[config.mk]
export PLATFORM = sky130hd
export DESIGN_NAME = mbok_chip_modulator
export DESIGN_NICKNAME = d
export VERILOG_FILES = /design/src/rtl/mbok_pkg.sv /design/src/rtl/mbok_bit_collector.sv /design/src/rtl/mbok_codeword_gen.sv /design/src/rtl/mbok_chip_sequencer.sv /design/src/rtl/mbok_chip_modulator.sv
export SDC_FILE = /design/constraint.sdc
export NUM_CORES = 1
export LEC_CHECK = 0
export ABC_AREA = 1
export BUFFER_PORTS_ARGS = -buffer_cell sky130_fd_sc_hd__buf_4
export CAP_MARGIN = 20
export CELL_PAD_IN_SITES_DETAIL_PLACEMENT = 2
export CELL_PAD_IN_SITES_GLOBAL_PLACEMENT = 2
export CORE_UTILIZATION = 35
export DETAILED_ROUTE_END_ITERATION = 7
export GPL_TIMING_DRIVEN = 0
export PLACE_DENSITY_LB_ADDON = 0.1
export SETUP_SLACK_MARGIN = 0.5
export SLEW_MARGIN = 30
export SYNTH_ARGS = -nofsm -noshare
export SYNTH_HDL_FRONTEND = slang
export SYNTH_SLANG_ARGS = --single-unit
[constraint.sdc]
create_clock -name clk -period 2 [get_ports clk]
set_clock_uncertainty 0.05 [all_clocks]
set_input_delay 0.2 -clock clk [delete_from_list [all_inputs] [get_ports clk]]
set_output_delay 0.2 -clock clk [all_outputs]
set_load 0.01 [all_outputs]
[src/rtl/mbok_pkg.sv]
package mbok_pkg;
   // number of nibbles a quaternary symbol carries
   localparam int unsigned MAX_NIBS = 2;

   typedef enum logic {
      MODE_BINARY = 1'b0,
      MODE_QUAD   = 1'b1
   } mbok_mode_e;
endpackage

[src/rtl/mbok_bit_collector.sv]
module mbok_bit_collector #(
   parameter int unsigned NIB_W = 4
) (
   input  logic                                clk,
   input  logic                                rst_n,
   input  logic                                quad_mode,
   input  logic                                bit_in,
   input  logic                                bit_valid,
   output logic                                bit_ready,
   input  logic                                take,
   output logic                                full,
   output logic [mbok_pkg::MAX_NIBS*NIB_W-1:0] nib_buf
);
   localparam int unsigned BUF_W = mbok_pkg::MAX_NIBS * NIB_W;
   localparam int unsigned CNT_W = $clog2(BUF_W + 1);
   localparam int unsigned IDX_W = $clog2(BUF_W);

   if (NIB_W < 2) begin : g_bad_nib
      $error("mbok_bit_collector: NIB_W must be at least 2");
   end

   logic [CNT_W-1:0] cnt;
   logic [CNT_W-1:0] target;
   logic             accept;

   // bits needed for one symbol in the current mode
   assign target    = (quad_mode == mbok_pkg::MODE_QUAD) ? CNT_W'(BUF_W) : CNT_W'(NIB_W);
   assign full      = (cnt >= target);
   assign bit_ready = !full;
   assign accept    = bit_valid && bit_ready;

   always_ff @(posedge clk or negedge rst_n) begin
      if (!rst_n) begin
         cnt     <= '0;
         nib_buf <= '0;
      end else if (take) begin
         cnt <= '0;
      end else if (accept) begin
         // first received bit lands in the lowest position (LSB first)
         nib_buf[cnt[IDX_W-1:0]] <= bit_in;
         cnt                     <= cnt + CNT_W'(1);
      end
   end

   // a waiting symbol is frozen until the sequencer takes it
   property p_hold_when_full;
      @(posedge clk) disable iff (!rst_n)
         (full && !take) |=> ($stable(nib_buf) && $stable(cnt));
   endproperty
   assert_hold_when_full_R8: assert property (p_hold_when_full);

   // the collector never counts past one symbol
   property p_count_bound;
      @(posedge clk) disable iff (!rst_n) cnt <= CNT_W'(BUF_W);
   endproperty
   assert_count_bound_R8: assert property (p_count_bound);
endmodule

[src/rtl/mbok_codeword_gen.sv]
module mbok_codeword_gen #(
   parameter int unsigned           CHIPS     = 8,
   parameter bit                    USE_TABLE = 1'b0,
   parameter logic [CHIPS-1:0]      MOD_MASK  = CHIPS'(3),
   localparam int unsigned          MAG_W     = $clog2(CHIPS)
) (
   input  logic [MAG_W-1:0] mag,
   input  logic             sign,
   output logic [CHIPS-1:0] cw
);
   if (CHIPS < 2 || (1 << MAG_W) != CHIPS) begin : g_bad_chips
      $error("mbok_codeword_gen: CHIPS must be a power of two");
   end

   logic [CHIPS-1:0] walsh;

   if (USE_TABLE) begin : g_table
      if (CHIPS != 8) begin : g_bad_table
         $error("mbok_codeword_gen: table variant needs CHIPS == 8");
      end
      // unmodified Walsh rows in magnitude order, chip 0 at bit 0
      always_comb begin
         case (mag)
            MAG_W'(0): walsh = CHIPS'(8'h00);
            MAG_W'(1): walsh = CHIPS'(8'h0F);
            MAG_W'(2): walsh = CHIPS'(8'h33);
            MAG_W'(3): walsh = CHIPS'(8'h3C);
            MAG_W'(4): walsh = CHIPS'(8'h55);
            MAG_W'(5): walsh = CHIPS'(8'h5A);
            MAG_W'(6): walsh = CHIPS'(8'h66);
            default:   walsh = CHIPS'(8'h69);
         endcase
      end
   end else begin : g_compute
      // Hadamard row selected by the bit-reversed magnitude,
      // complemented when the magnitude has odd parity
      logic [MAG_W-1:0] rev;
      always_comb begin
         for (int b = 0; b < MAG_W; b++) begin
            rev[b] = mag[MAG_W-1-b];
         end
         for (int k = 0; k < CHIPS; k++) begin
            walsh[k] = (^(rev & MAG_W'(k))) ^ (^mag);
         end
      end
   end

   // mask removes the all-zero member, sign flips the whole codeword
   assign cw = walsh ^ MOD_MASK ^ {CHIPS{sign}};
endmodule

[src/rtl/mbok_chip_sequencer.sv]
module mbok_chip_sequencer #(
   parameter int unsigned CHIPS = 8
) (
   input  logic             clk,
   input  logic             rst_n,
   input  logic             chip_en,
   input  logic             sym_ready,
   input  logic [CHIPS-1:0] cw_q_in,
   input  logic [CHIPS-1:0] cw_i_in,
   output logic             take,
   output logic             chip_valid,
   output logic             chip_first,
   output logic             raw_q,
   output logic             raw_i
);
   localparam int unsigned IDX_W = $clog2(CHIPS);

   if (CHIPS < 2) begin : g_bad_chips
      $error("mbok_chip_sequencer: CHIPS must be at least 2");
   end

   logic             active;
   logic [IDX_W-1:0] idx;
   logic [CHIPS-1:0] cw_q;
   logic [CHIPS-1:0] cw_i;
   logic             last;

   assign last = (idx == IDX_W'(CHIPS - 1));
   // load when idle, or right as the final chip is consumed
   assign take = sym_ready && (!active || (chip_en && last));

   always_ff @(posedge clk or negedge rst_n) begin
      if (!rst_n) begin
         active <= 1'b0;
         idx    <= '0;
         cw_q   <= '0;
         cw_i   <= '0;
      end else if (take) begin
         active <= 1'b1;
         idx    <= '0;
         cw_q   <= cw_q_in;
         cw_i   <= cw_i_in;
      end else if (active && chip_en) begin
         if (last) begin
            active <= 1'b0;
            idx    <= '0;
         end else begin
            idx <= idx + IDX_W'(1);
         end
      end
   end

   assign chip_valid = active;
   assign chip_first = active && (idx == '0);
   assign raw_q      = cw_q[idx];
   assign raw_i      = cw_i[idx];

   // one step per enable inside a symbol
   property p_advance;
      @(posedge clk) disable iff (!rst_n)
         (active && chip_en && !last) |=> (active && idx == $past(idx) + IDX_W'(1));
   endproperty
   assert_chip_advance_R7: assert property (p_advance);

   // no enable, no movement
   property p_hold;
      @(posedge clk) disable iff (!rst_n)
         (active && !chip_en) |=> (active && $stable(idx));
   endproperty
   assert_chip_hold_R11: assert property (p_hold);

   // a waiting symbol starts right after chip 7
   property p_gap_free;
      @(posedge clk) disable iff (!rst_n)
         (active && chip_en && last && sym_ready) |=> (active && idx == '0);
   endproperty
   assert_gap_free_R9: assert property (p_gap_free);

   // nothing waiting means the emitter goes idle
   property p_go_idle;
      @(posedge clk) disable iff (!rst_n)
         (active && chip_en && last && !sym_ready) |=> !active;
   endproperty
   assert_go_idle_R10: assert property (p_go_idle);
endmodule

[src/rtl/mbok_chip_modulator.sv]
module mbok_chip_modulator #(
   parameter int unsigned CHIPS     = 8,
   parameter bit          USE_TABLE = 1'b0,
   parameter logic [CHIPS-1:0] MOD_MASK = CHIPS'(3)
) (
   input  logic clk,
   input  logic rst_n,
   input  logic quad_mode,
   input  logic bit_in,
   input  logic bit_valid,
   output logic bit_ready,
   input  logic phase_ref,
   input  logic chip_en,
   output logic chip_valid,
   output logic chip_first,
   output logic chip_i,
   output logic chip_q
);
   localparam int unsigned MAG_W = $clog2(CHIPS);
   localparam int unsigned NIB_W = MAG_W + 1;
   localparam int unsigned NIBS  = mbok_pkg::MAX_NIBS;

   logic [NIBS*NIB_W-1:0] nib_buf;
   logic                  full;
   logic                  take;
   logic [CHIPS-1:0]      cw [NIBS];
   logic [CHIPS-1:0]      cw_i_sel;
   logic                  raw_q;
   logic                  raw_i;

   mbok_bit_collector #(.NIB_W(NIB_W)) collector_i (
      .clk       (clk),
      .rst_n     (rst_n),
      .quad_mode (quad_mode),
      .bit_in    (bit_in),
      .bit_valid (bit_valid),
      .bit_ready (bit_ready),
      .take      (take),
      .full      (full),
      .nib_buf   (nib_buf)
   );

   // one codeword generator per nibble slot
   for (genvar n = 0; n < NIBS; n++) begin : g_nib
      mbok_codeword_gen #(
         .CHIPS     (CHIPS),
         .USE_TABLE (USE_TABLE),
         .MOD_MASK  (MOD_MASK)
      ) gen_i (
         .mag  (nib_buf[n*NIB_W +: MAG_W]),
         .sign (nib_buf[n*NIB_W + MAG_W]),
         .cw   (cw[n])
      );
   end

   // quaternary: second nibble on I; binary: first nibble on both
   assign cw_i_sel = (quad_mode == mbok_pkg::MODE_QUAD) ? cw[1] : cw[0];

   mbok_chip_sequencer #(.CHIPS(CHIPS)) sequencer_i (
      .clk        (clk),
      .rst_n      (rst_n),
      .chip_en    (chip_en),
      .sym_ready  (full),
      .cw_q_in    (cw[0]),
      .cw_i_in    (cw_i_sel),
      .take       (take),
      .chip_valid (chip_valid),
      .chip_first (chip_first),
      .raw_q      (raw_q),
      .raw_i      (raw_i)
   );

   assign chip_q = raw_q ^ phase_ref;
   assign chip_i = raw_i ^ phase_ref;

   // binary mode drives identical chips on both rails
   property p_binary_iq;
      @(posedge clk) disable iff (!rst_n)
         (chip_valid && quad_mode == mbok_pkg::MODE_BINARY) |-> (chip_i == chip_q);
   endproperty
   assert_binary_iq_R4: assert property (p_binary_iq);
endmodule

Yosys cells after proc, flatten, opt, wreduce, memory -nomap -nowiden
Cells that the tools add are included.
- register bits: 32
- output and inout bits: 5
- logic and storage cells: 78
- input port bits: 7
- magnitude comparators: 4
- bitwise gates (word level): 19
- reduce and logical (&&, ||, !) cells: 29
- multiplexer cells: 17
- equality and inequality tests: 1
- add/sub/neg operators: 2
- operator list (operator ; count):
    $reduce_xor 3->1 ; 14
    $xor 7x8->8 ; 2
    $xor 1x1->1 ; 14
    $mux 4 ; 3
    $mux 3 ; 3
    $bwmux 8 ; 1
    $lt 3x4->1 const B ; 2
    $mux 8 ; 1
    $bmux 1 s3 ; 2
    $logic_and 1x1->1 ; 6
    $mux 1 ; 6
    $reduce_bool 2->1 ; 3
    $add 4x1->4 const B ; 1
    $ge 4x4->1 ; 1
    $not 2->2 ; 2
    $reduce_and 2->1 ; 2
    $add 3x1->3 const B ; 1
    $demux 1 s3 ; 1
    $eq 3x3->1 const B ; 1
    $ge 3x1->1 const B ; 1
    $logic_not 3->1 ; 1
    $logic_not 1->1 ; 2
    $logic_or 1x1->1 ; 1
    $not 1->1 ; 1

Logic depth before layout (Yosys ltp)
Gate-level depths: netlist of the first run.
- depth after elaboration: 6
- mapped depth: 10
- mapped depth without buffers: 10

Cells and area by module
Synthesis of the first run repeated with hierarchy kept, for this count alone.
- cell total of the unflattened synthesis: 330
- area total of the unflattened synthesis: 2289.7 µm²
- modules (own cells, without submodules) (module ; area each (µm²) ; times used ; sequential area each (µm²) ; cells an instance):
    mbok_chip_sequencer ; 1074.8 ; 1 ; 500.5 ; 130
    mbok_bit_collector ; 767.0 ; 1 ; 300.3 ; 99
    mbok_codeword_gen (g_nib[0].gen_i) ; 165.2 ; 1 ; 0.0 ; 33
    mbok_codeword_gen (g_nib[1].gen_i) ; 143.9 ; 1 ; 0.0 ; 33
    mbok_chip_modulator ; 138.9 ; 1 ; 0.0 ; 35

Worst setup path after synthesis of the first run
OpenSTA, ideal clock, no wires.
- path kind: register to register
- start: register collector_i.cnt[0]
- end: register collector_i.nib_buf[5] (netlist bit)
- arrival: 1396 ps
- slack: 429 ps
- clock period less this slack: 1571 ps
- setup time: 125 ps
- path buffers: 1
- required time: 1825 ps
- cell stages (with the launch flop): 10
- cell sequence: dfrtp_1 inv_1 ha_1 nand3_1 nand3_4 nor2_4 buf_6 nand3_1 nand2_1 o21ai_1
- word-level cells in the longest chain between the ends: 5
- elaborated cells on any way between the ends: 12
- classes of those cells: order compare: 3; mux: 3; bitwise: 1; reduce/logical: 5
- RTL lines (element ; line ; RTL):
    start, declared ; mbok_bit_collector.sv:22 ; logic [CNT_W-1:0] cnt;
    start signal, assigned ; mbok_bit_collector.sv:41 ; cnt <= cnt + CNT_W'(1);
    start signal, assigned ; mbok_bit_collector.sv:54 ; @(posedge clk) disable iff (!rst_n) cnt <= CNT_W'(BUF_W);
    $lt 3x4->1 (not written as such) / $ge 3x1->1 (equally long branches) ; mbok_bit_collector.sv:40 ; nib_buf[cnt[IDX_W-1:0]] <= bit_in;
    $logic_and 1x1->1 (not written as such) ; mbok_bit_collector.sv:40 ;
    $mux 1 (not written as such) ; mbok_bit_collector.sv:40 ;
    $demux 1 s3 ; -- ;
    $bwmux 8 ; mbok_bit_collector.sv:40 ;
    end signal, assigned by index ; mbok_bit_collector.sv:40 ;
    end, declared ; mbok_bit_collector.sv:12 ; output logic [mbok_pkg::MAX_NIBS*NIB_W-1:0] nib_buf
Parallel ways exist; a longest one is shown, timed or not.
A chain may end at the register's enable or synchronous reset.

Final worst setup path of the first run
- start: register sequencer_i.idx[0]
- end: output port chip_q
- word-level cells in the longest chain between the ends: 3
- RTL lines (element ; line ; RTL):
    start, declared ; mbok_chip_sequencer.sv:23 ; logic [IDX_W-1:0] idx;
    start signal, assigned ; mbok_chip_sequencer.sv:48 ; idx <= idx + IDX_W'(1);
    $bmux 1 s3 ; mbok_chip_sequencer.sv:55 ; assign raw_q = cw_q[idx];
    $mux 1 (not written as such) ; mbok_chip_sequencer.sv:55 ;
    $xor 1x1->1 ; mbok_chip_modulator.sv:73 ; assign chip_q = raw_q ^ phase_ref;
    end, declared ; mbok_chip_modulator.sv:17 ; output logic chip_q
No other way between the ends. The select of a mux whose other input is x is not followed.

==> summary.txt, run 1 <==
Logic synthesis
  • Yosys Warn Count: 0
  • Post-synth EDFFs: 0
  • Top-area cell type share of the netlist area: 40.5%
  • #FFs+latches synth: 32
  • Syn Inst Count: 274
  • Post-synth cell types: 24
  • Mapped Area: 1980 um^2
  • Compound-gate portion of the synthesized area: 11.8%
  • XOR/XNOR Fraction of Synth Area: 2.21%
  • Asr flop ratio synth: 100%
  • Seq/Total Area, Yosys: 40.5%
  • Syn avg cell area: 7.22 um^2
  • Synth Area in Adders: 4.42%
  • Post-synth net total: 288
  • Largest family of logic cells by synthesized area: simple AND/OR/NAND/NOR gates
  • Main synth FF type: dfrtp_1
  • Post-synth top area cell: dfrtp_1
  • Multiplexer share of the synthesized area: 0%
  • Synth area leaders: dfrtp_1, nand2_1, nand3_1, inv_1, o21ai_0
  • Post-synthesis simple-gate area fraction: 30.8%

Global route
  • Global-route wire length before repair: 12600 um
  • Initial antenna violation count: 0
  • Total Routing Usage GR: 28.2%
  • Largest net degree at the start of global routing: 33
  • Number of global-route vias before repair: 2312
  • Grt total ovfl: 0

Clock network
  • Total CTS buffers: 5
  • CTS sink cnt: 32
  • Clock slew at reported path FFs: 0.08 ns
  • CTS tree: yes
  • H-tree levels: 2
  • Clk_lat worst skew: 0.30 ns
  • Max Buffers Root-to-Sink: 2
  • CTS root buf: clkbuf_8

Timing
  • Pins Over Slew Limit: 0
  • Period utilisation layout: 101%
  • RSZ-0062 raised after global routing: yes
  • Setup slack after layout: -0.0246 ns
  • Fin. Hold Viols: 0
  • Worst slew margin: 66.8%
  • FMAX: 0.494 GHz
  • # setup viols final: 2
  • Worst-Margin Slew: 0.497 ns
  • Final min period: 2.02 ns
  • WHS: 0.169 ns

Die
  • Starting density of the core: 36.2%
  • Full die area: 5960 um^2
  • Chip height: 77.2 um
  • Die width: 77.2 um
  • Core footprint: 5470 um^2
  • FP Rows: 27
  • I/O pin count: 12

Critical path
  • Slowest CP cell: dfrtp_2
  • WP data required: 1.75 ns
  • Worst-path cell chain: buf_6 > o21ai_1 > nand2_1 > nand3_2 > nand2_1 > nand2_1 > nand2_1 > buf_4
  • Max FO, Critical Path: 5
  • R2R cell count: 9
  • Worst R2R Setup Slack: 0.05 ns
  • Startpoint class of the critical path: flop
  • Crit-path max cell delay: 0.47 ns
  • CP endpoint kind: output port
  • Cell repeated most along the worst path: nand2_1
  • CP arrival: 1.77 ns
  • Crit path kind: flop to output port

Detailed routing
  • Antenna-violating nets left: 0
  • WL final: 10200 um
  • Drt first pass iters: 4
  • Drt via density: 5.43
  • Residual DRC: 0
  • Via Count: 2177
  • WL per Instance: 25.5 um
  • Drt initial violations: 107

Placed design
  • GP Congestion: 0.750
  • Detailed Place HPWL: 4270 um
  • Port bufs: 11

Finish
  • N_diodes: 0
  • Area Overhead vs Synth: 49.9%
  • Fraction of layout cells with a size suffix above 1: 36.2%
  • Final Core Density: 54.2%
  • Layout Nets: 342

Power
  • Total power: 5.52 mW
  • Peak supply drop: 0.00109 V
  • Pwr Density: 1860 nW/um^2
  • Static Leak: 1.43 nW

Worst hold path
  • Hold Crit Class: primary input to flop
  • Worst hold path stage count: 3

Run status
  • Failing checks: setup timing
  • Status: finished, violations left

Flow run
  • Max_cap viols: 0
[logic make-up after synthesis]
kind of cell	count (synthesis)
simple gates	143
buf+inv	45
compound gates	42
flops	32
fa+ha+maj	7
xor+xnor	5
[cell type report]
| cell class | count | area (um^2) |
|---|---|---|
| Multi-Input combinational cell | 197 | 1280 |
| Fill cell | 575 | 2510 |
| Inverter | 35 | 151 |
| Clock buffer | 6 | 72.6 |
| Clock inverter | 2 | 35.0 |
| Timing Repair Buffer | 47 | 437 |
| Tap cell | 72 | 90.1 |
| Buffer | 10 | 96.3 |
| Sequential cell | 32 | 805 |
[worst paths after layout]
| kind | startpoint | end |
|---|---|---|
| max | sequencer_i.idx[0] | chip_q |
| min reg2reg | sequencer_i.cw_i[2] | sequencer_i.cw_i[2] |
| max in group asynchronous | rst_n | collector_i.cnt[0] |
| max reg2reg | sequencer_i.idx[0] | sequencer_i.cw_q[3] |
| min in group asynchronous | rst_n | sequencer_i.cw_i[0] |
| min | chip_en | sequencer_i.idx[0] |
[metal layers]
metal	wire, um	share of wire, %	up-vias	track usage, %
li1	-	-	983	-
met4	441	4.3	0	9.81
met3	338	3.3	35	3.69
met5	0	0	-	0
met2	5680	56	65	53.3
met1	3750	37	1094	31.9
[worst max-delay path: cells and delay by family, from the launching register on]
| kind | cells | cell delay (ns) |
|---|---|---|
| DFF | 1 | 0.47 |
| and+or+nand+nor | 5 | 0.49 |
| AOI/OAI and AO/OA | 1 | 0.21 |
| buffers and inverters | 2 | 0.30 |
[Yosys cell counts (2+ instances only)]
master     n
xor2_1     3
o21ai_0   23
nor2_1    15
ha_1       7
clkbuf_2   2
buf_6      3
xnor2_1    2
nand3_1   33
buf_2      2
o21ai_1    9
dfrtp_1   32
a21oi_1    3
inv_1     34
buf_4      2
nand2_1   91
o211ai_1   5
[power by group]
group	total (mW)	leakage (nW)	internal [mW]	switching, mW
combinational	3.58	0.981	1.42	2.16
clock	0.649	0.0552	0.370	0.279
sequential	1.29	0.392	0.950	0.340
total	5.52	1.43	2.74	2.78
[sequential cells by signal (all words and copies together) (netlist names)]
register,flops
collector_i.nib_buf,8
sequencer_i.cw_i,8
sequencer_i.cw_q,8
collector_i.cnt,4
sequencer_i.idx,3
sequencer_i.chip_valid,1
[cell usage in the layout, fill, tap and decap left out, types with 4 or more instances in the layout]
| master | instances |
|---|---|
| nand2_1 | 80 |
| buf_4 | 35 |
| dfrtp_1 | 29 |
| inv_1 | 28 |
| nand3_1 | 21 |
| o21ai_1 | 19 |
| buf_6 | 13 |
| nor2_1 | 10 |
| nand3_4 | 9 |
| nand2_2 | 8 |
| o21ai_2 | 7 |
| o211ai_1 | 5 |
| o21ai_0 | 5 |
| ha_4 | 5 |
| clkbuf_8 | 5 |
| nand2_4 | 4 |
| nand3_2 | 4 |
[metrics by stage]
| stage | TNS [ns] | setup slack, ns | cells | area (um^2) |
|---|---|---|---|---|
| 6_report | -0.0282 | -0.0246 | 401 | 2970 |
| 5_1_grt | -0.133 | -0.0931 | 401 | 2970 |
| 4_1_cts | 0 | 0.231 | 386 | 2700 |
| 3_5_place_dp | 0 | 0.136 | 357 | 2180 |
| 3_3_place_gp | 0 | 0.177 | 357 | 2180 |
| 2_1_floorplan | 0 | 0.472 | 274 | 2010 |
[timing repair]
| item | CTS | global route |
|---|---|---|
| gates cloned | 4 | 1 |
| resized for setup | 63 | 47 |
| pin swaps | 7 | 19 |
| endpoints found under the setup margin | 35 | 35 |
| setup buffers | 16 | 14 |
| endpoints found under the hold margin | 32 | 0 |
| hold buffers | 1 | 0 |
Note: power is estimated with default switching activity, not from simulation.
==> run 2, diff against run 1 <==
--- a/config.mk
+++ b/config.mk
@@ -5,12 +5,12 @@
 export SDC_FILE = /design/constraint.sdc
 export NUM_CORES = 1
 export LEC_CHECK = 0
-export ABC_AREA = 1
+export ABC_AREA = 0
 export BUFFER_PORTS_ARGS = -buffer_cell sky130_fd_sc_hd__buf_4
 export CAP_MARGIN = 20
 export CELL_PAD_IN_SITES_DETAIL_PLACEMENT = 2
 export CELL_PAD_IN_SITES_GLOBAL_PLACEMENT = 2
-export CORE_UTILIZATION = 35
+export CORE_UTILIZATION = 40
 export DETAILED_ROUTE_END_ITERATION = 7
 export GPL_TIMING_DRIVEN = 0
 export PLACE_DENSITY_LB_ADDON = 0.1
==> run 2 against run 1 <==
Net effect: the flow finishes with violations (DRC, setup timing); sequential power about the same; highest routed layer unchanged; largest cell class unchanged; non-clock buffer count down 11; critical path depth rose by 1; count of clock-buffer cells in the layout grew 1; fmax is 10% lower; power shrank 1.3%; largest power group unchanged; critical path type unchanged.
==> summary.txt, run 2 <==
Critical path
  • Critical path origin: collector_i.cnt[2]
  • Slowest CP cell: dfrtp_1
  • Crit path kind: flop to output port
  • Worst R2R Setup Slack: -0.25 ns
  • CP Capture Point: bit_ready
  • Max FO, Critical Path: 6
  • Cell repeated most along the worst path: buf_6
  • CP arrival: 2.00 ns
  • WP data required: 1.75 ns
  • Startpoint class of the critical path: flop
  • Worst-path cell chain: buf_6 > inv_6 > ha_4 > and3_4 > or3_1 > buf_6 > inv_6 > buf_12 > buf_6
  • CP endpoint kind: output port
  • Crit Reg-Reg Startpoint: collector_i.cnt[2]
  • R2R cell count: 10
  • R2r endpoint: collector_i.cnt[1]
  • Crit-path max cell delay: 0.38 ns

Logic synthesis
  • Most frequent cell after synthesis: dfrtp_1
  • Asr flop ratio synth: 100%
  • #FFs+latches synth: 32
  • Synth area leaders: dfrtp_1, mux2_2, xnor2_1, mux4_2, ha_1
  • Yosys Warn Count: 0
  • Commonest cells post-synth: dfrtp_1, nand2_1, xnor2_1
  • Main synth FF type: dfrtp_1
  • Syn avg cell area: 11.3 um^2
  • Syn Inst Count: 169
  • Post-synth EDFFs: 0
  • Seq/Total Area, Yosys: 42.0%
  • Post-synth cell types: 40
  • Post-synth net total: 183
  • Top-area cell type share of the netlist area: 42.0%
  • Post-synth top area cell: dfrtp_1
  • Mapped Area: 1910 um^2

Timing
  • Final min period: 2.25 ns
  • Pins Over Slew Limit: 0
  • Period utilisation layout: 113%
  • Worst slew margin: 60.0%
  • FMAX: 0.444 GHz
  • Worst-Margin Slew: 0.596 ns
  • Setup slack after layout: -0.250 ns
  • Fin. Hold Viols: 0
  • RSZ-0062 raised after global routing: yes
  • # setup viols final: 34

Worst hold path
  • Hold Crit Class: primary input to flop
  • Min-delay src: bit_in

Global route
  • Initial antenna violation count: 0
  • Grt total ovfl: 0
  • Total Routing Usage GR: 28.4%
  • Largest net degree at the start of global routing: 33
  • Number of global-route vias before repair: 1700
  • Global-route wire length before repair: 10200 um

Finish
  • Commonest non-fill, non-tap cells in the layout: dfrtp_1, buf_4, xnor2_1
  • Fraction of layout cells with a size suffix above 1: 57.0%
  • Area Overhead vs Synth: 48.3%
  • Commonest non-fill, non-tap cell in the layout: dfrtp_1
  • Final Core Density: 63.1%
  • N_diodes: 0
  • Layout Nets: 227
  • Design Area, Final: 2830 um^2
  • Top flop regs: collector_i.nib_buf x8, sequencer_i.cw_i x8, sequencer_i.cw_q x8

Die
  • Full die area: 5040 um^2
  • Starting density of the core: 42.6%
  • FP Rows: 24
  • Chip height: 71.0 um
  • I/O pin count: 12
  • Core footprint: 4470 um^2
  • Die width: 71.0 um

Detailed routing
  • Via Count: 1582
  • Drt first pass iters: 7
  • WL per Instance: 30.2 um
  • Residual DRC: 1
  • Drt via density: 5.95
  • Antenna-violating nets left: 0
  • WL final: 8030 um
  • Drt initial violations: 90

Clock network
  • Total CTS buffers: 5
  • CTS sink cnt: 32
  • CTS root buf: clkbuf_8
  • Clock slew at reported path FFs: 0.08 ns
  • H-tree levels: 2
  • Max Buffers Root-to-Sink: 2
  • CTS tree: yes
  • Clk_lat worst skew: 0.30 ns

Run status
  • Status: finished, violations left
  • Failing checks: DRC, setup timing

Power
  • Total power: 5.45 mW
  • Static Leak: 1.28 nW
  • Pwr Density: 1930 nW/um^2
  • Peak supply drop: 0.000845 V

Flow run
  • Max_cap viols: 0

Placed design
  • Port bufs: 10
  • GP Congestion: 0.721
  • Dpl ws: -0.438 ns
  • Detailed Place HPWL: 3340 um
  • Placed cell areas: 2100 um^2
## run 2: cell types whose count changed after synthesis, moves of 5 or more
| cell | delta |
|---|---|
| nand3_1 | -32 |
| xnor2_1 | +11 |
| o21ai_1 | -9 |
| nor2_1 | -7 |
| o211ai_1 | -5 |
| mux2i_1 | +8 |
| mux2_2 | +11 |
| nand2_1 | -76 |
| inv_1 | -27 |
| o21ai_0 | -11 |
## run 2: what timing repair did
| item | 4_1_cts | 5_1_grt |
|---|---|---|
| endpoints found under the setup margin | 36 | 36 |
| resized for setup | 60 | 37 |
| cloned | 3 | 0 |
| endpoints found under the hold margin | 32 | 0 |
| pin swaps | 6 | 10 |
| hold buffers | 1 | 0 |
| buffers inserted | 15 | 8 |
## run 2: layout make-up
cell class              instances  area, um^2
plain buffers                   9         120
multi-input cells             120        1290
fillers                       376        1650
well taps                      52        65.1
repair buffers                 37         375
clock inverters                 1        30.0
clock buffers                   7        96.3
inverters                       8        45.0
flip-flops and latches         32         805
## run 2: per-layer routing
layer	vias to the layer above	track usage, %	part of all wire (%)	routed length, um
met1	849	32.7	40	3250
met5	-	0	0	0
li1	680	-	-	-
met4	0	9.56	3.1	248
met3	17	3.28	2.9	234
met2	36	54.2	53	4300
## run 2: worst max-delay path: cells and delay by family, from the launching register on
family,cells,cell delay (ns)
and+or+nand+nor,2,0.49
DFF,1,0.38
adders and majority gates,1,0.19
buffers and inverters,6,0.63
## run 2: cell families after synthesis
family	Yosys count	synth area share, %
compound gates	26	8.93
xor+xnor	18	8.27
fa+ha+maj	7	4.60
buf+inv	17	5.12
flops	32	42.0
mux	26	17.8
simple gates	43	13.3
## run 2: power breakdown
part	leakage, nW	switching, mW	internal (mW)	total (mW)
Sequential	0.394	0.341	0.944	1.28
Combinational	0.820	1.80	1.65	3.45
Clock	0.0645	0.275	0.440	0.715
## run 2: stage by stage
| stage | hold slack, ns | TNS (ns) | cells |
|---|---|---|---|
| global placement | 0.113 | -5.91 | 231 |
| finish | 0.165 | -5.27 | 266 |
| floorplan | -0.146 | -0.729 | 169 |
| global route | 0.170 | -6.68 | 266 |
| CTS | 0.148 | -1.67 | 258 |
| detailed placement | 0.124 | -7.17 | 231 |
## run 2: worst min-delay path by stage
stage                                   to  slack [ns]  cells past startpoint
detailed placement      sequencer_i.idx[1]        0.12                      1
global placement        sequencer_i.idx[2]        0.11                      1
global route        collector_i.nib_buf[4]        0.17                      2
finish              collector_i.nib_buf[4]        0.17                      2
floorplan               collector_i.cnt[0]       -0.15                      0
CTS                     collector_i.cnt[1]        0.15                      2
==> run 3, diff against run 2 <==
--- a/config.mk
+++ b/config.mk
@@ -10,7 +10,7 @@
 export CAP_MARGIN = 20
 export CELL_PAD_IN_SITES_DETAIL_PLACEMENT = 2
 export CELL_PAD_IN_SITES_GLOBAL_PLACEMENT = 2
-export CORE_UTILIZATION = 40
+export CORE_UTILIZATION = 42
 export DETAILED_ROUTE_END_ITERATION = 7
 export GPL_TIMING_DRIVEN = 0
 export PLACE_DENSITY_LB_ADDON = 0.1
@@ -18,4 +18,5 @@
 export SLEW_MARGIN = 30
 export SYNTH_ARGS = -nofsm -noshare
 export SYNTH_HDL_FRONTEND = slang
+export SYNTH_HIERARCHICAL = 1
 export SYNTH_SLANG_ARGS = --single-unit
==> run 3 against run 2 <==
Net effect: the run still ends with DRC, setup timing left; critical path depth rose by 5; final cell count fell by 0.75%; register-to-register slack got worse by 0.18 ns; non-clock buffer count rose by 1; sequential share of layout area rose by 1.0 points; routed wire length fell by 20%; synthesized area rose by 5.8%; clock power fell by 12%; utilization fell by 2.2 points; synthesized cell count fell by 2.4%; largest cell class unchanged; highest routed layer unchanged.
==> summary.txt, run 3 <==
Run status
  • Status: finished, violations left
  • Failing checks: DRC, setup timing

Finish
  • Layout Nets: 225
  • Commonest non-fill, non-tap cells in the layout: dfrtp_1, mux2_4, buf_4
  • Commonest non-fill, non-tap cell in the layout: dfrtp_1
  • Final cell count without fillers: 264
  • Fraction of layout cells with a size suffix above 1: 59.4%
  • Area Overhead vs Synth: 35.1%
  • Final Core Density: 60.9%
  • N_diodes: 0
  • Top flop regs: collector_i/nib_buf x8, sequencer_i/cw_i x8, sequencer_i/cw_q x8

Global route
  • Routing usage on met1: 28.6%
  • Largest net degree at the start of global routing: 33
  • Met3 usage: 3.52%
  • Initial antenna violation count: 0
  • Global-route wire length before repair: 9360 um
  • Global routing usage on met2: 48.1%
  • Total Routing Usage GR: 25.7%
  • Grt total ovfl: 0
  • Most utilized layer in the global route result: met2
  • Number of global-route vias before repair: 1660

Critical path
  • Critical path origin: collector_i/cnt[2]
  • Startpoint class of the critical path: flop
  • WP buf/inv: 6
  • Worst-path cell chain: buf_6 > clkinv_4 > ha_4 > a21bo_4 > a21oi_4 > inv_2 > nand2b_1 > buf_6 > buf_12 > inv_8 > nand2b_4 > nor3_2 > nand2_1 > mux2_4
  • CP arrival: 2.55 ns
  • Worst R2R Setup Slack: -0.43 ns
  • R2r endpoint: collector_i/nib_buf[3]
  • Crit Reg-Reg Startpoint: collector_i/cnt[2]
  • CP Capture Point: collector_i/nib_buf[3]
  • CP endpoint kind: flop
  • Crit-path max cell delay: 0.38 ns
  • Crit. path cell count: 14
  • Max FO, Critical Path: 5
  • WP data required: 2.12 ns
  • Top delay family on crit path: simple AND/OR/NAND/NOR gates
  • Cell repeated most along the worst path: buf_6
  • Slowest CP cell: dfrtp_1
  • Crit path kind: flop to flop
  • R2R cell count: 14

Logic synthesis
  • Mapped Area: 2020 um^2
  • Syn Inst Count: 165
  • Most frequent cell after synthesis: dfrtp_1
  • Main synth FF type: dfrtp_1
  • Yosys Warn Count: 6
  • Top-area cell type share of the netlist area: 39.7%
  • Post-synth cell types: 35
  • #FFs+latches synth: 32
  • Asr flop ratio synth: 100%
  • Syn avg cell area: 12.2 um^2
  • Post-synth net total: 179
  • Commonest cells post-synth: dfrtp_1, mux2_4, nand2_1
  • Synth area leaders: dfrtp_1, mux2_4, mux2_2, xnor2_1, mux4_2
  • Post-synth top area cell: dfrtp_1
  • Post-synth EDFFs: 0
  • Seq/Total Area, Yosys: 39.7%

Power
  • Logic pwr share: 61.6%
  • Int Pwr: 3.00 mW
  • Clock group share of total power: 12.8%
  • Net switching fraction of the power: 39.4%
  • Static Leak: 1.32 nW
  • Pwr Density: 1820 nW/um^2
  • Switching pwr: 1.95 mW
  • Peak supply drop: 0.000762 V
  • Total power: 4.95 mW
  • Flop pwr share: 25.7%

Timing
  • Final min period: 2.43 ns
  • Fin. Hold Viols: 0
  • Pins Over Slew Limit: 0
  • Worst-Margin Slew: 0.435 ns
  • Worst slew margin: 71.0%
  • Period utilisation layout: 121%
  • Setup slack after layout: -0.429 ns
  • WHS: 0.164 ns
  • # setup viols final: 28
  • RSZ-0062 raised after global routing: yes
  • FMAX: 0.412 GHz

Clock network
  • CTS sink cnt: 32
  • Clk_lat worst skew: 0.29 ns
  • H-tree levels: 2
  • Max Buffers Root-to-Sink: 2
  • Total CTS buffers: 5
  • CTS root buf: clkbuf_8
  • CTS tree: yes
  • Clock slew at reported path FFs: 0.07 ns

Detailed routing
  • WL final: 6460 um
  • Antenna-violating nets left: 0
  • Drt initial violations: 39
  • Drt first pass iters: 6
  • Via Count: 1444
  • Drt via density: 5.47
  • WL per Instance: 24.5 um
  • Residual DRC: 1

Die
  • Chip height: 71.3 um
  • Starting density of the core: 45.1%
  • I/O pin count: 12
  • Die width: 71.3 um
  • Full die area: 5080 um^2
  • Core footprint: 4470 um^2
  • FP Rows: 24

Placed design
  • Placed Instances: 228
  • GP Congestion: 0.722
  • Port bufs: 11
  • Detailed Place HPWL: 3420 um

Flow run
  • Max_cap viols: 0

Worst hold path
  • Hold Crit Class: primary input to flop
run 3: cell families (layout without fill, tap and decap cells):
logic type | after synthesis | in the layout | share of synthesized area, %
mux | 38 | 38 | 27.0
xor+xnor | 19 | 19 | 8.25
simple gates | 38 | 38 | 9.68
flops | 32 | 32 | 39.7
fa+ha+maj | 7 | 7 | 4.34
buf+inv | 20 | 67 | 6.14
compound gates | 11 | 11 | 4.84
run 3: stage by stage:
step                setup TNS [ns]  area [um^2]  setup WS (ns)
floorplan                    -3.01         2100         -0.398
global placement             -4.55         2250         -0.507
detailed placement           -6.31         2250         -0.593
CTS                          -6.02         2570         -0.376
global route                 -9.38         2730         -0.523
finish                       -7.11         2730         -0.429
run 3: cell type report:
type	instances	area [um^2]
Fill cell	394	1750
Multi-Input combinational cell	113	1230
Sequential cell	32	805
Timing Repair Buffer	39	368
Buffer	8	91.3
Clock buffer	6	72.6
Tap cell	52	65.1
Inverter	12	57.6
Clock inverter	2	35.0
run 3: metal layers:
layer	vias to the layer above	share of wire (%)	routed length, um
li1	649	-	-
met1	757	38	2480
met2	22	57	3670
met3	16	1.7	108
met4	0	3.1	203
met5	-	0	0
run 3: power groups by stage:
stage               registers [mW]  logic, mW  clock network (mW)
global route                  1.30       3.24               0.659
CTS                           1.24       2.67               0.646
finish                        1.27       3.05               0.632
floorplan                     1.17       1.85                   0
detailed placement            1.29       2.33                   0
global placement              1.24       2.21                   0
run 3: repair_timing:
item,4_1_cts,5_1_grt
setup buffers,16,11
pin swaps,5,11
endpoints found under the setup margin,36,36
endpoints found under the hold margin,32,0
resized for setup,25,21
hold buffers,1,0
run 3: how the worst min path moves through the flow:
stage               slack, ns  cells after the start  startpoint                     end
finish                   0.16                      2      bit_in  collector_i/nib_buf[7]
global route             0.17                      2      bit_in  collector_i/nib_buf[7]
CTS                      0.13                      2      bit_in  collector_i/nib_buf[7]
detailed placement       0.13                      1       rst_n      sequencer_i/idx[1]
global placement         0.11                      1       rst_n      sequencer_i/idx[0]
floorplan               -0.15                      0       rst_n      collector_i/cnt[0]
